**src/rtl/tam_pkg.sv**
```systemverilog
package tam_pkg;
  localparam int BYTE_W  = 8;
  localparam int ADDR_W  = 3;
  localparam int NFIELD  = 4;
  localparam int MASK_B  = 7;
  localparam int DSEL_B  = 6;

  localparam logic [ADDR_W-1:0] ADR_SEC  = 3'd0;
  localparam logic [ADDR_W-1:0] ADR_MIN  = 3'd1;
  localparam logic [ADDR_W-1:0] ADR_HOUR = 3'd2;
  localparam logic [ADDR_W-1:0] ADR_DAY  = 3'd3;
  localparam logic [ADDR_W-1:0] ADR_CTL  = 3'd4;
  localparam logic [ADDR_W-1:0] ADR_STAT = 3'd5;

  // One alarm field: hit when masked or when the stored value equals now.
  function automatic logic field_hit(input logic masked,
                                     input logic [BYTE_W-1:0] alarm_val,
                                     input logic [BYTE_W-1:0] now_val);
    return masked || (alarm_val == now_val);
  endfunction
endpackage

```
**src/rtl/tam_regs.sv**
```systemverilog
module tam_regs
  import tam_pkg::*;
(
  input  logic                         clk,
  input  logic                         rst_n,
  input  logic                         bus_we,
  input  logic                         bus_re,
  input  logic [ADDR_W-1:0]            bus_addr,
  input  logic [BYTE_W-1:0]            bus_wdata,
  input  logic                         flag,
  output logic [BYTE_W-1:0]            bus_rdata,
  output logic [NFIELD-1:0][BYTE_W-1:0] alm,
  output logic                         en,
  output logic                         status_rd
);
  for (genvar i = 0; i < NFIELD; i++) begin : g_fld
    logic [BYTE_W-1:0] q;
    always_ff @(posedge clk or negedge rst_n) begin
      if (!rst_n) q <= '0;
      else if (bus_we && bus_addr == ADDR_W'(i)) q <= bus_wdata;
    end
    assign alm[i] = q;
  end

  always_ff @(posedge clk or negedge rst_n) begin
    if (!rst_n) en <= 1'b0;
    else if (bus_we && bus_addr == ADR_CTL) en <= bus_wdata[0];
  end

  assign status_rd = bus_re && (bus_addr == ADR_STAT);

  always_comb begin
    bus_rdata = '0;
    case (bus_addr)
      ADR_SEC, ADR_MIN, ADR_HOUR, ADR_DAY: bus_rdata = alm[bus_addr[1:0]];
      ADR_CTL:  bus_rdata = {{(BYTE_W-1){1'b0}}, en};
      ADR_STAT: bus_rdata = {{(BYTE_W-1){1'b0}}, flag};
      default:  bus_rdata = '0;
    endcase
  end

  AST_CTL_WRITE: assert property (@(posedge clk) disable iff (!rst_n)
    (bus_we && bus_addr == ADR_CTL) |=> (en == $past(bus_wdata[0])));
  AST_UNUSED_WRITE: assert property (@(posedge clk) disable iff (!rst_n)
    (bus_we && bus_addr > ADR_CTL) |=> ($stable(alm) && $stable(en)));
endmodule

```
**src/rtl/tam_match.sv**
```systemverilog
module tam_match
  import tam_pkg::*;
(
  input  logic                          clk,
  input  logic                          rst_n,
  input  logic                          tick,
  input  logic [NFIELD-1:0][BYTE_W-1:0] alm,
  input  logic [BYTE_W-1:0]             now_sec,
  input  logic [BYTE_W-1:0]             now_min,
  input  logic [BYTE_W-1:0]             now_hour,
  input  logic [BYTE_W-1:0]             now_wday,
  input  logic [BYTE_W-1:0]             now_mday,
  output logic                          hit,
  output logic                          tick_hit
);
  logic [NFIELD-1:0]             fhit;
  logic [BYTE_W-1:0]             day_now;
  logic [NFIELD-1:0][BYTE_W-1:0] now_v;
  logic [NFIELD-1:0][BYTE_W-1:0] alm_v;

  assign day_now = alm[3][DSEL_B] ? now_mday : now_wday;
  assign now_v   = {day_now, now_hour, now_min, now_sec};

  for (genvar i = 0; i < NFIELD; i++) begin : g_cmp
    // Day field value has two fewer bits (mask plus selector above it).
    if (i == NFIELD - 1) begin : g_day
      assign alm_v[i] = {2'b00, alm[i][DSEL_B-1:0]};
    end else begin : g_time
      assign alm_v[i] = {1'b0, alm[i][MASK_B-1:0]};
    end
    assign fhit[i] = field_hit(alm[i][MASK_B], alm_v[i], now_v[i]);
  end

  assign hit      = &fhit;
  assign tick_hit = tick && hit;

  AST_DATE_SEL: assert property (@(posedge clk) disable iff (!rst_n)
    (!alm[3][MASK_B] && alm[3][DSEL_B] &&
     now_mday != {2'b00, alm[3][DSEL_B-1:0]}) |-> !hit);
  AST_WDAY_SEL: assert property (@(posedge clk) disable iff (!rst_n)
    (!alm[3][MASK_B] && !alm[3][DSEL_B] &&
     now_wday != {2'b00, alm[3][DSEL_B-1:0]}) |-> !hit);
endmodule

```
**src/rtl/tam_flag.sv**
```systemverilog
module tam_flag (
  input  logic clk,
  input  logic rst_n,
  input  logic tick,
  input  logic tick_hit,
  input  logic status_rd,
  input  logic en,
  output logic flag,
  output logic irq_n
);
  // A new match outranks the clear caused by a read in the same cycle.
  always_ff @(posedge clk or negedge rst_n) begin
    if (!rst_n)         flag <= 1'b0;
    else if (tick_hit)  flag <= 1'b1;
    else if (status_rd) flag <= 1'b0;
  end

  assign irq_n = ~(flag & en);

  AST_FLAG_SRC: assert property (@(posedge clk) disable iff (!rst_n)
    $rose(flag) |-> $past(tick_hit));
  AST_HIT_SETS: assert property (@(posedge clk) disable iff (!rst_n)
    tick_hit |=> flag);
  AST_RD_CLEAR: assert property (@(posedge clk) disable iff (!rst_n)
    (status_rd && !tick_hit) |=> !flag);
  AST_IDLE_HOLD: assert property (@(posedge clk) disable iff (!rst_n)
    (!tick && !status_rd) |=> $stable(flag));
endmodule

```
**src/rtl/tod_alarm_match.sv**
```systemverilog
module tod_alarm_match
  import tam_pkg::*;
(
  input  logic              clk,
  input  logic              rst_n,
  input  logic              tick_1hz,
  input  logic [7:0]        now_sec,
  input  logic [7:0]        now_min,
  input  logic [7:0]        now_hour,
  input  logic [7:0]        now_wday,
  input  logic [7:0]        now_mday,
  input  logic              bus_we,
  input  logic              bus_re,
  input  logic [2:0]        bus_addr,
  input  logic [7:0]        bus_wdata,
  output logic [7:0]        bus_rdata,
  output logic              irq_n
);
  logic [NFIELD-1:0][BYTE_W-1:0] alm;
  logic en, flag, status_rd, hit, tick_hit;

  tam_regs u_regs (
    .clk(clk), .rst_n(rst_n), .bus_we(bus_we), .bus_re(bus_re),
    .bus_addr(bus_addr), .bus_wdata(bus_wdata), .flag(flag),
    .bus_rdata(bus_rdata), .alm(alm), .en(en), .status_rd(status_rd)
  );

  tam_match u_match (
    .clk(clk), .rst_n(rst_n), .tick(tick_1hz), .alm(alm),
    .now_sec(now_sec), .now_min(now_min), .now_hour(now_hour),
    .now_wday(now_wday), .now_mday(now_mday),
    .hit(hit), .tick_hit(tick_hit)
  );

  tam_flag u_flag (
    .clk(clk), .rst_n(rst_n), .tick(tick_1hz), .tick_hit(tick_hit),
    .status_rd(status_rd), .en(en), .flag(flag), .irq_n(irq_n)
  );

  AST_ALL_MASKED: assert property (@(posedge clk) disable iff (!rst_n)
    (tick_1hz && alm[0][MASK_B] && alm[1][MASK_B] && alm[2][MASK_B] &&
     alm[3][MASK_B]) |=> flag);
  AST_IRQ_NEEDS_EN: assert property (@(posedge clk) disable iff (!rst_n)
    $fell(irq_n) |-> (en && flag));
endmodule

```
**config.mk**
```make
export PLATFORM = sky130hd
export DESIGN_NAME = tod_alarm_match
export DESIGN_NICKNAME = d
export VERILOG_FILES = /design/src/rtl/tam_pkg.sv /design/src/rtl/tam_regs.sv /design/src/rtl/tam_match.sv /design/src/rtl/tam_flag.sv /design/src/rtl/tod_alarm_match.sv
export SDC_FILE = /design/constraint.sdc
export NUM_CORES = 1
export LEC_CHECK = 0
export ABC_CLOCK_PERIOD_IN_PS = 1700
export BUFFER_PORTS_ARGS = -buffer_cell sky130_fd_sc_hd__buf_2
export CAP_MARGIN = 20
export CELL_PAD_IN_SITES_DETAIL_PLACEMENT = 0
export CELL_PAD_IN_SITES_GLOBAL_PLACEMENT = 1
export CORE_UTILIZATION = 36
export CTS_CLUSTER_SIZE = 20
export DETAILED_ROUTE_END_ITERATION = 10
export MAX_ROUTING_LAYER = met4
export PLACE_DENSITY = 0.88
export SYNTH_ARGS = -nofsm -noshare
export SYNTH_HDL_FRONTEND = slang
export SYNTH_SLANG_ARGS = --single-unit
```
**constraint.sdc**
```tcl
create_clock -name clk -period 1.7 [get_ports clk]
set_input_delay 0.34 -clock clk [delete_from_list [all_inputs] [get_ports clk]]
set_output_delay 0.34 -clock clk [all_outputs]
set_load 0.005 [all_outputs]
```
==> results of run 1 <==
[cell families after synthesis]
kind of cell / Yosys count
AO/OA/AOI/OAI: 6
XOR/XNOR: 27
buffers and inverters: 5
flip-flops: 34
multiplexers: 49
AND/OR/NAND/NOR: 28
[where the power goes]
part | switching, W | total, W | internal [W] | leakage (nW)
registers | 0.000127 | 0.00112 | 0.000994 | 0.408
clock network | 0.000287 | 0.000756 | 0.000469 | 0.0573
logic | 0.000396 | 0.00106 | 0.000667 | 0.882
total | 0.000810 | 0.00294 | 0.00213 | 1.35
[registers in the layout (all words and copies together), names as in the netlist]
register        cells
u_regs.en           1
u_regs.g_fld.q     32
u_flag.flag         1
[metrics by stage]
step	instance area, um2	total power [W]
floorplan	1990	0.00166
global placement	2530	0.00193
detailed placement	2530	0.00196
CTS	2820	0.00290
global route	2880	0.00312
finish	2880	0.00294
[worst paths after layout]
kind | to | slack [ps] | cells after the start
max | bus_rdata[6] | -170 | 4
min | u_regs.g_fld[3].q[1]$_DFFE_PN0P_ | 100 | 2
max reg2reg | u_flag.flag$_DFFE_PN0P_ | -90 | 7
min reg2reg | u_regs.g_fld[0].q[7]$_DFFE_PN0P_ | 530 | 1
max in group asynchronous | u_regs.g_fld[3].q[6]$_DFFE_PN0P_ | 1270 | 2
min in group clk | u_regs.g_fld[1].q[1]$_DFFE_PN0P_ | 330 | 2
[layer usage]
| layer | vias to the layer above | track usage |
|---|---|---|
| li1 | 771 | - |
| met1 | 785 | 0.242 |
| met2 | 63 | 0.325 |
| met3 | 13 | 0.0515 |
| met4 | 0 | 0.0654 |
| met5 | - | - |
[final cells by class]
cell class                 count  area [um2]
clock buffer                   6        82.6
clock inverter                 1        30.0
fill                         465        2330
multi-input combinational    110        1110
sequential                    34         852
tap                           70        87.6
timing repair buffer         110         713
[placed cells by master (no fill, tap or decap), drive strengths merged]
cell	Yosys	routed
nand2b	1	1
a21oi	3	3
buf	4	110
bufinv	0	1
nor2b	7	7
clkbuf	1	6
mux2	34	34
dfrtp	34	34
nand4	1	1
nor2	2	2
xnor2	9	9
nand2	4	4
nor3b	2	2
o21ai	1	1
mux2i	7	7
nand4b	2	2
mux4	8	8
xor2	18	18
o41ai	1	1
nor3	3	3
nor4	6	6
a41oi	1	1
[what timing repair did]
| action | CTS | global route |
|---|---|---|
| pin swaps | 2 | 1 |
| buffers inserted | 21 | 7 |
| resized for setup | 6 | 1 |
| endpoints found under the setup margin | 9 | 9 |
==> impl_metrics.yaml, run 1 <==
routing:
  antenna_left: 0
  m1WireLength_um: 2240
  topRoutingLayerUsed: "met4"
  drt_first_pass_iters: 4
  drcViolationCount: 0
  route.met2.wl_um: 2570
  first_iter_violations: 71
  wl_met3_um: 374
  finalWirelength_um: 5300
  viasPerCell: 4.93
  wire_per_inst_um: 16.0
  routed-via-count: 1632
critical_path:
  critPathSlowestCell: "mux4_2"
  worst_path_largest_cell_delay_ps: 440
  cp-end-kind: "primary output"
  worstReg2RegStart: "u_regs.g_fld[3].q[6]$_DFFE_PN0P_"
  critical_path.top_delay_family: "multiplexers"
  cp-startpoint: "u_regs.g_fld[3].q[6]$_DFFE_PN0P_"
  cp_max_fo: 3
  crit_type: "register to primary output"
  crit_chain: "buf_6 > mux4_2 > nor2b_1 > buf_2"
  crit_buf_inv: 2
  crit_required_ps: 1360
  crit_arrival_ps: 1530
  cp-start-kind: "register"
timing:
  setup_violations: 9
  hold_viol_final: 0
  fin_skew_ps: 2.47
  fin_tns_setup_ps: -725
  slew_headroom: 0.702
  tightest_slew_ps: 448
  hold_ws_ps: 98.0
  max_freq_ghz: 0.534
  setup_slack_ps: -174
  slew_violations: 0
  finalCriticalPeriod_ps: 1870
  finalCritPeriodShare: 1.10
  rsz0062_at_grt: "yes"
status:
  outcome: "complete, but fails checks"
  violations: "negative setup slack"
die:
  row_count: 26
  ios: 65
  die_y_um: 76.2
  dieArea_um2: 5810
  die_x_um: 76.2
  core_area_um2: 5200
  initial_core_util: 0.381
synthesis:
  synth_fa_ha_area_frac: 0
  synthMuxAreaShare: 0.321
  yosysWarnings: 0
  yosysUniqueCellTypes: 27
  avgSynthCellArea_um2: 13.3
  synthXorXnorAreaFrac: 0.119
  syn-cell-area_um2: 1980
  yosys-top-cells-area: "dfrtp_1 43%, mux2_2 19%, mux4_2 7.9%"
  synthTopCellsByCount: "34 x dfrtp_1, 34 x mux2_2, 18 x xor2_1, 9 x xnor2_1"
  synthArstFlopShare: 1.00
  ys_ff_latch: 34
  yosys.area_share.simple: 0.0934
  ys_seq_area_frac: 0.429
  netlist.area_leader.share: 0.429
  synth_enable_flop_cells: 0
  synth_compound_area_frac: 0.0227
  synthFlopType: "dfrtp_1"
  syn_nets: 205
  synth_largest_area_cell: "dfrtp_1"
  netlist_instances: 149
  synth_top_family_by_area: "multiplexers"
clocking:
  cts_tree: "built"
  cts_root_buf: "clkbuf_8"
  ctsHoldBuffers: 0
  clk_pin_slew_ps: 70
  clkSinkCount: 34
  ctsLongestPathBuffers: 2
  cts_inserted_buffers: 5
  htree_num_levels: 2
  insertion_delay_ps: 280
power:
  peakVddDrop_uv: 589
  leakage_nw: 1.35
  powerDensity_nw_per_um2: 1020
placement:
  placedCellCount: 296
  dp_hpwl_um: 3880
  dp_slack_ps: -139
  gp_congestion: 0.839
  portBuffers: 64
layout:
  n_antenna_cell: 0
  nNetsFinal: 317
  drive_above_1_share: 0.640
  final_core_util: 0.553
  fin_cells: 331
  area_growth_pct: 45.0
global_routing:
  grt_max_degree: 35
  gr-usage-all-layers: 0.200
  grt_pass1_wl_um: 8610
  grt_overflow: 0
  grt_pass1_vias: 1740
  antenna_found_initial: 0
worst_hold_path:
  hp-class: "input pin to async pin"
flow_run:
  cap_violations: 0
Power figures use the tool's default switching activity.
==> run 2: changes to the inputs <==
--- a/config.mk
+++ b/config.mk
@@ -18,3 +18,4 @@
 export SYNTH_ARGS = -nofsm -noshare
 export SYNTH_HDL_FRONTEND = slang
 export SYNTH_SLANG_ARGS = --single-unit
+export TNS_END_PERCENT = 1
==> impl_metrics.yaml, run 2 (same netlist as run 1, synthesis figures left out) <==
status:
  outcome: "complete, but fails checks"
  violations: "negative setup slack"
timing:
  max_freq_ghz: 0.533
  fin_tns_setup_ps: -939
  fin_skew_ps: 3.38
  setup_violations: 9
  finalCritPeriodShare: 1.10
  slew_headroom: 0.688
  setup_slack_ps: -177
  hold_viol_final: 0
  slew_violations: 0
  tightest_slew_ps: 464
  rsz0062_at_grt: "yes"
  finalCriticalPeriod_ps: 1880
global_routing:
  grt_overflow: 0
  grt_pass1_vias: 1646
  grt_pass1_wl_um: 8090
  gr-usage-all-layers: 0.188
  grt_max_degree: 35
  antenna_found_initial: 0
die:
  initial_core_util: 0.381
  row_count: 26
  ios: 65
  die_x_um: 76.2
  core_area_um2: 5200
  dieArea_um2: 5810
  die_y_um: 76.2
critical_path:
  cp_max_fo: 3
  crit_arrival_ps: 1540
  regToRegSetupSlack_ps: -130
  cp-start-kind: "register"
  crit_type: "register to primary output"
  cp-end-kind: "primary output"
  crit_required_ps: 1360
layout:
  reg_top3: "u_regs.g_fld.q x32, u_flag.flag x1, u_regs.en x1"
  n_antenna_cell: 0
  final_common_cell: "buf_2"
  area_growth_pct: 35.5
  fin_area_um2: 2690
  regMostFlops: "u_regs.g_fld.q"
  multi_input_area_um2: 1110
  fillers: 485
  layout_common_cells: "63 x buf_2, 34 x mux2_2, 33 x dfrtp_1"
  largest_reg_flops: 32
  nNetsFinal: 292
  seq_area_um2: 852
  drive_above_1_share: 0.606
power:
  leakage_nw: 1.22
  powerDensity_nw_per_um2: 1020
  netSwitchingFraction: 0.281
  seq_power_share: 0.423
  peakVddDrop_uv: 576
  p_sw_w: 0.000770
  total_power_w: 0.00275
  intPower_w: 0.00197
  combPwrFrac: 0.300
  pwr-share-clk: 0.277
routing:
  drcViolationCount: 0
  routed-via-count: 1532
  antenna_left: 0
  first_iter_violations: 102
  drt_first_pass_iters: 4
  viasPerCell: 5.01
  finalWirelength_um: 5000
  wire_per_inst_um: 16.4
clocking:
  cts_tree: "built"
  clkSinkCount: 34
  cts_inserted_buffers: 5
  clk_pin_slew_ps: 70
  htree_num_levels: 2
  ctsLongestPathBuffers: 2
  insertion_delay_ps: 280
  cts_root_buf: "clkbuf_8"
worst_hold_path:
  hp-class: "input pin to async pin"
placement:
  portBuffers: 64
  placed_cell_area_um2: 2530
  dp_hpwl_um: 3880
  gp_congestion: 0.839
flow_run:
  cap_violations: 0
[run 2: routing by layer]
| layer | part of all wire | vias up | GRT usage |
|---|---|---|---|
| met5 | 0 | - | - |
| met4 | 0.014 | 0 | 0.0442 |
| met3 | 0.060 | 6 | 0.0503 |
| met2 | 0.49 | 51 | 0.307 |
| met1 | 0.44 | 754 | 0.233 |
| li1 | - | 721 | - |
[run 2: worst max-delay path: stages (launching register included)]
cell and delay (ps):
dfrtp_2 430, buf_6 120, mux4_2 440, nor2b_1 130
buf_2 140
[run 2: area by class of cell]
type,instances,share of cell area
timing repair buffer,85,0.194
multi-input combinational,110,0.414
clock inverter,1,0.0112
sequential,34,0.317
tap,70,0.0326
clock buffer,6,0.0307
[run 2: path summary, 6_finish.rpt]
check                           cells after the start                             start                               end
worst max-delay path                                4  u_regs.g_fld[3].q[6]$_DFFE_PN0P_                      bus_rdata[6]
worst min-delay path                                2                             rst_n  u_regs.g_fld[3].q[1]$_DFFE_PN0P_
worst max register to register                      7  u_regs.g_fld[3].q[6]$_DFFE_PN0P_           u_flag.flag$_DFFE_PN0P_
worst min register to register                      1  u_regs.g_fld[0].q[7]$_DFFE_PN0P_  u_regs.g_fld[0].q[7]$_DFFE_PN0P_
max in group asynchronous                           2                             rst_n  u_regs.g_fld[3].q[6]$_DFFE_PN0P_
min in group clk                                    2                      bus_wdata[1]  u_regs.g_fld[1].q[1]$_DFFE_PN0P_
[run 2: power groups by stage]
stage,clock (W),combinational [W],sequential (W)
after floorplan,0,0.000535,0.00112
after global placement,0,0.000763,0.00117
after detailed placement,0,0.000780,0.00118
after CTS,0.000771,0.000826,0.00116
after global routing,0.000808,0.000897,0.00119
final,0.000759,0.000823,0.00116
[run 2: timing repair]
item | in CTS | in global routing
hold buffers | 0 | 0
setup endpoints to repair | 9 | 9
cloned | 0 | 0
pin swaps | 2 | 1
setup buffers | 3 | 0
resized for setup | 5 | 2
[run 2: stage by stage]
step	hold WS (ps)	utilization	setup WS (ps)	cells
after global routing	128	0.516	-231	306
final	89.7	0.516	-177	306
after detailed placement	414	0.487	-139	296
after global placement	397	0.487	-130	296
after CTS	105	0.515	-188	306
after floorplan	44.4	-	22.3	149
==> run 3: changes to the inputs <==
--- a/config.mk
+++ b/config.mk
@@ -5,16 +5,17 @@
 export SDC_FILE = /design/constraint.sdc
 export NUM_CORES = 1
 export LEC_CHECK = 0
+export ABC_AREA = 1
 export ABC_CLOCK_PERIOD_IN_PS = 1700
 export BUFFER_PORTS_ARGS = -buffer_cell sky130_fd_sc_hd__buf_2
 export CAP_MARGIN = 20
 export CELL_PAD_IN_SITES_DETAIL_PLACEMENT = 0
 export CELL_PAD_IN_SITES_GLOBAL_PLACEMENT = 1
-export CORE_UTILIZATION = 36
+export CORE_UTILIZATION = 32
 export CTS_CLUSTER_SIZE = 20
 export DETAILED_ROUTE_END_ITERATION = 10
 export MAX_ROUTING_LAYER = met4
-export PLACE_DENSITY = 0.88
+export PLACE_DENSITY = 0.89
 export SYNTH_ARGS = -nofsm -noshare
 export SYNTH_HDL_FRONTEND = slang
 export SYNTH_SLANG_ARGS = --single-unit
==> impl_metrics.yaml, run 3 <==
global_routing:
  grt_overflow: 0
  grt_max_degree: 19
  antenna_found_initial: 0
  grt_pass1_wl_um: 9780
  grt_pass1_vias: 2070
  gr-usage-all-layers: 0.181
synthesis:
  synthArstFlopShare: 1.00
  netlist.area_leader.share: 0.397
  syn_nets: 387
  synth_enable_flop_cells: 0
  yosys.area_share.simple: 0.322
  netlist_instances: 331
  yosysWarnings: 0
  synth_top_family_by_area: "simple AND/OR/NAND/NOR gates"
  synth_fa_ha_area_frac: 0
  synth_compound_area_frac: 0.143
  syn-cell-area_um2: 2140
  synthFlopType: "dfrtp_1"
  synth_largest_area_cell: "dfrtp_1"
  synthXorXnorAreaFrac: 0.0163
  avgSynthCellArea_um2: 6.48
  synth.most_common_cell: "nand2_1"
  ys_seq_area_frac: 0.397
  ys_ff_latch: 34
  synthMuxAreaShare: 0
  yosysUniqueCellTypes: 22
  yosys-top-cells-area: "dfrtp_1 40%, nand2_1 23%, inv_1 9.3%"
  synthTopCellsByCount: "131 x nand2_1, 53 x inv_1, 35 x o21ai_1, 34 x dfrtp_1, 24 x nor2_1"
clocking:
  cts_inserted_buffers: 5
  htree_num_levels: 2
  clk_pin_slew_ps: 60
  cts_tree: "built"
  insertion_delay_ps: 280
  cts_root_buf: "clkbuf_8"
  ctsLongestPathBuffers: 2
  ctsHoldBuffers: 0
  clkSinkCount: 34
critical_path:
  crit_buf_inv: 1
  cp-start-kind: "register"
  crit_type: "register to primary output"
  cp-startpoint: "u_regs.g_fld[0].q[0]$_DFFE_PN0P_"
  worst_path_largest_cell_delay_ps: 410
  cp_max_fo: 2
  cp-end-kind: "primary output"
  worstReg2RegStart: "u_regs.g_fld[3].q[6]$_DFFE_PN0P_"
  critPathSlowestCell: "dfrtp_1"
  critical_path.top_delay_family: "flip-flops"
  crit_chain: "a22oi_1 > o221ai_2 > nand2_1 > nand3_1 > buf_2"
  crit_arrival_ps: 1330
  crit_required_ps: 1360
placement:
  gp_congestion: 0.975
  dp_slack_ps: 82.5
  portBuffers: 64
  dp_hpwl_um: 4700
layout:
  nNetsFinal: 456
  n_antenna_cell: 0
  final_core_util: 0.417
  fillers: 662
  layout_common_cells: "131 x nand2_1, 64 x buf_2, 50 x inv_1"
  drive_above_1_share: 0.233
  largest_reg_flops: 32
  seq_area_um2: 851
  multi_input_area_um2: 1060
  final_common_cell: "nand2_1"
  area_growth_pct: 25.0
  regMostFlops: "u_regs.g_fld.q"
  reg_top3: "u_regs.g_fld.q x32, u_flag.flag x1, u_regs.en x1"
power:
  powerDensity_nw_per_um2: 889
  leakage_nw: 1.52
  peakVddDrop_uv: 477
die:
  ios: 65
  die_y_um: 83.8
  row_count: 29
  die_x_um: 83.8
  core_area_um2: 6420
  initial_core_util: 0.334
  dieArea_um2: 7030
timing:
  setup_violations: 0
  setup_slack_ps: 27.5
  fin_tns_setup_ps: 0
  finalCritPeriodShare: 0.984
  max_freq_ghz: 0.598
  slew_headroom: 0.687
  rsz0062_at_grt: "yes"
  tightest_slew_ps: 469
  slew_violations: 0
  hold_ws_ps: 4.92
  finalCriticalPeriod_ps: 1670
  fin_skew_ps: 1.89
  hold_viol_final: 0
worst_hold_path:
  hp-class: "input pin to async pin"
routing:
  drcViolationCount: 6
  wl_met3_um: 289
  drt_first_pass_iters: 7
  viasPerCell: 4.65
  wire_per_inst_um: 12.1
  route.met2.wl_um: 2640
  first_iter_violations: 148
  antenna_left: 0
  topRoutingLayerUsed: "met4"
  routed-via-count: 2217
  finalWirelength_um: 5780
  m1WireLength_um: 2780
status:
  outcome: "complete, but fails checks"
  violations: "design-rule violations"
flow_run:
  cap_violations: 0
-- run 3: cell families after synthesis --
group,Yosys count
AOI/OAI and AO/OA,53
xor gates and xnor gates,4
buffers and inverters,65
DFF,34
and+or+nand+nor,175
-- run 3: stage by stage --
| stage | power (W) | cells | cell area [um2] |
|---|---|---|---|
| floorplan | 0.00156 | 331 | 2140 |
| global placement | 0.00181 | 469 | 2560 |
| detailed placement | 0.00183 | 469 | 2560 |
| CTS | 0.00238 | 477 | 2660 |
| global route | 0.00256 | 477 | 2680 |
| finish | 0.00238 | 477 | 2680 |
-- run 3: routing by layer --
| layer | up-vias | global-route usage |
|---|---|---|
| li1 | 1171 | - |
| met1 | 981 | 0.244 |
| met2 | 59 | 0.285 |
| met3 | 6 | 0.0277 |
| met4 | 0 | 0.0455 |
| met5 | - | - |
-- run 3: path summary, 6_finish.rpt --
kind	endpoint	slack [ps]	cells after the start
setup / recovery	bus_rdata[0]	30	5
hold / removal	u_regs.g_fld[1].q[3]$_DFFE_PN0P_	5	1
setup reg to reg	u_flag.flag$_DFFE_PN0P_	410	9
hold reg to reg	u_regs.g_fld[2].q[3]$_DFFE_PN0P_	490	2
max in group asynchronous	u_regs.g_fld[2].q[4]$_DFFE_PN0P_	1250	2
min in group clk	u_regs.en$_DFFE_PN0P_	360	3
-- run 3: final cells by class --
cell class	instances	area share
flip-flops and latches	34	0.317
repair buffers	70	0.141
inverters	57	0.0808
multi-input cells	232	0.396
well taps	77	0.0359
clock buffers	7	0.0285
-- run 3: worst register-to-register path: stages, from the launching register on --
cell and delay [ps]:
dfrtp_1 380, buf_4 180, nand2_1 60, o21ai_1 140, nand2_1 70, nor2_1 80, nand2_1 70, o21bai_1 130
nand2_1 70, nand2_1 50
-- run 3: repair_timing --
action                                  4_1_cts  5_1_grt
endpoints found under the setup margin        2        8
setup buffers                                 1        0
cloned                                        0        0
gates resized for setup                       1        7
-- run 3: where the power goes --
part	leakage [nW]	switching, W	internal, W	total (W)
Combinational	1.05	0.000405	0.000317	0.000723
Clock	0.0383	0.000262	0.000282	0.000544
Sequential	0.429	0.000154	0.000961	0.00112
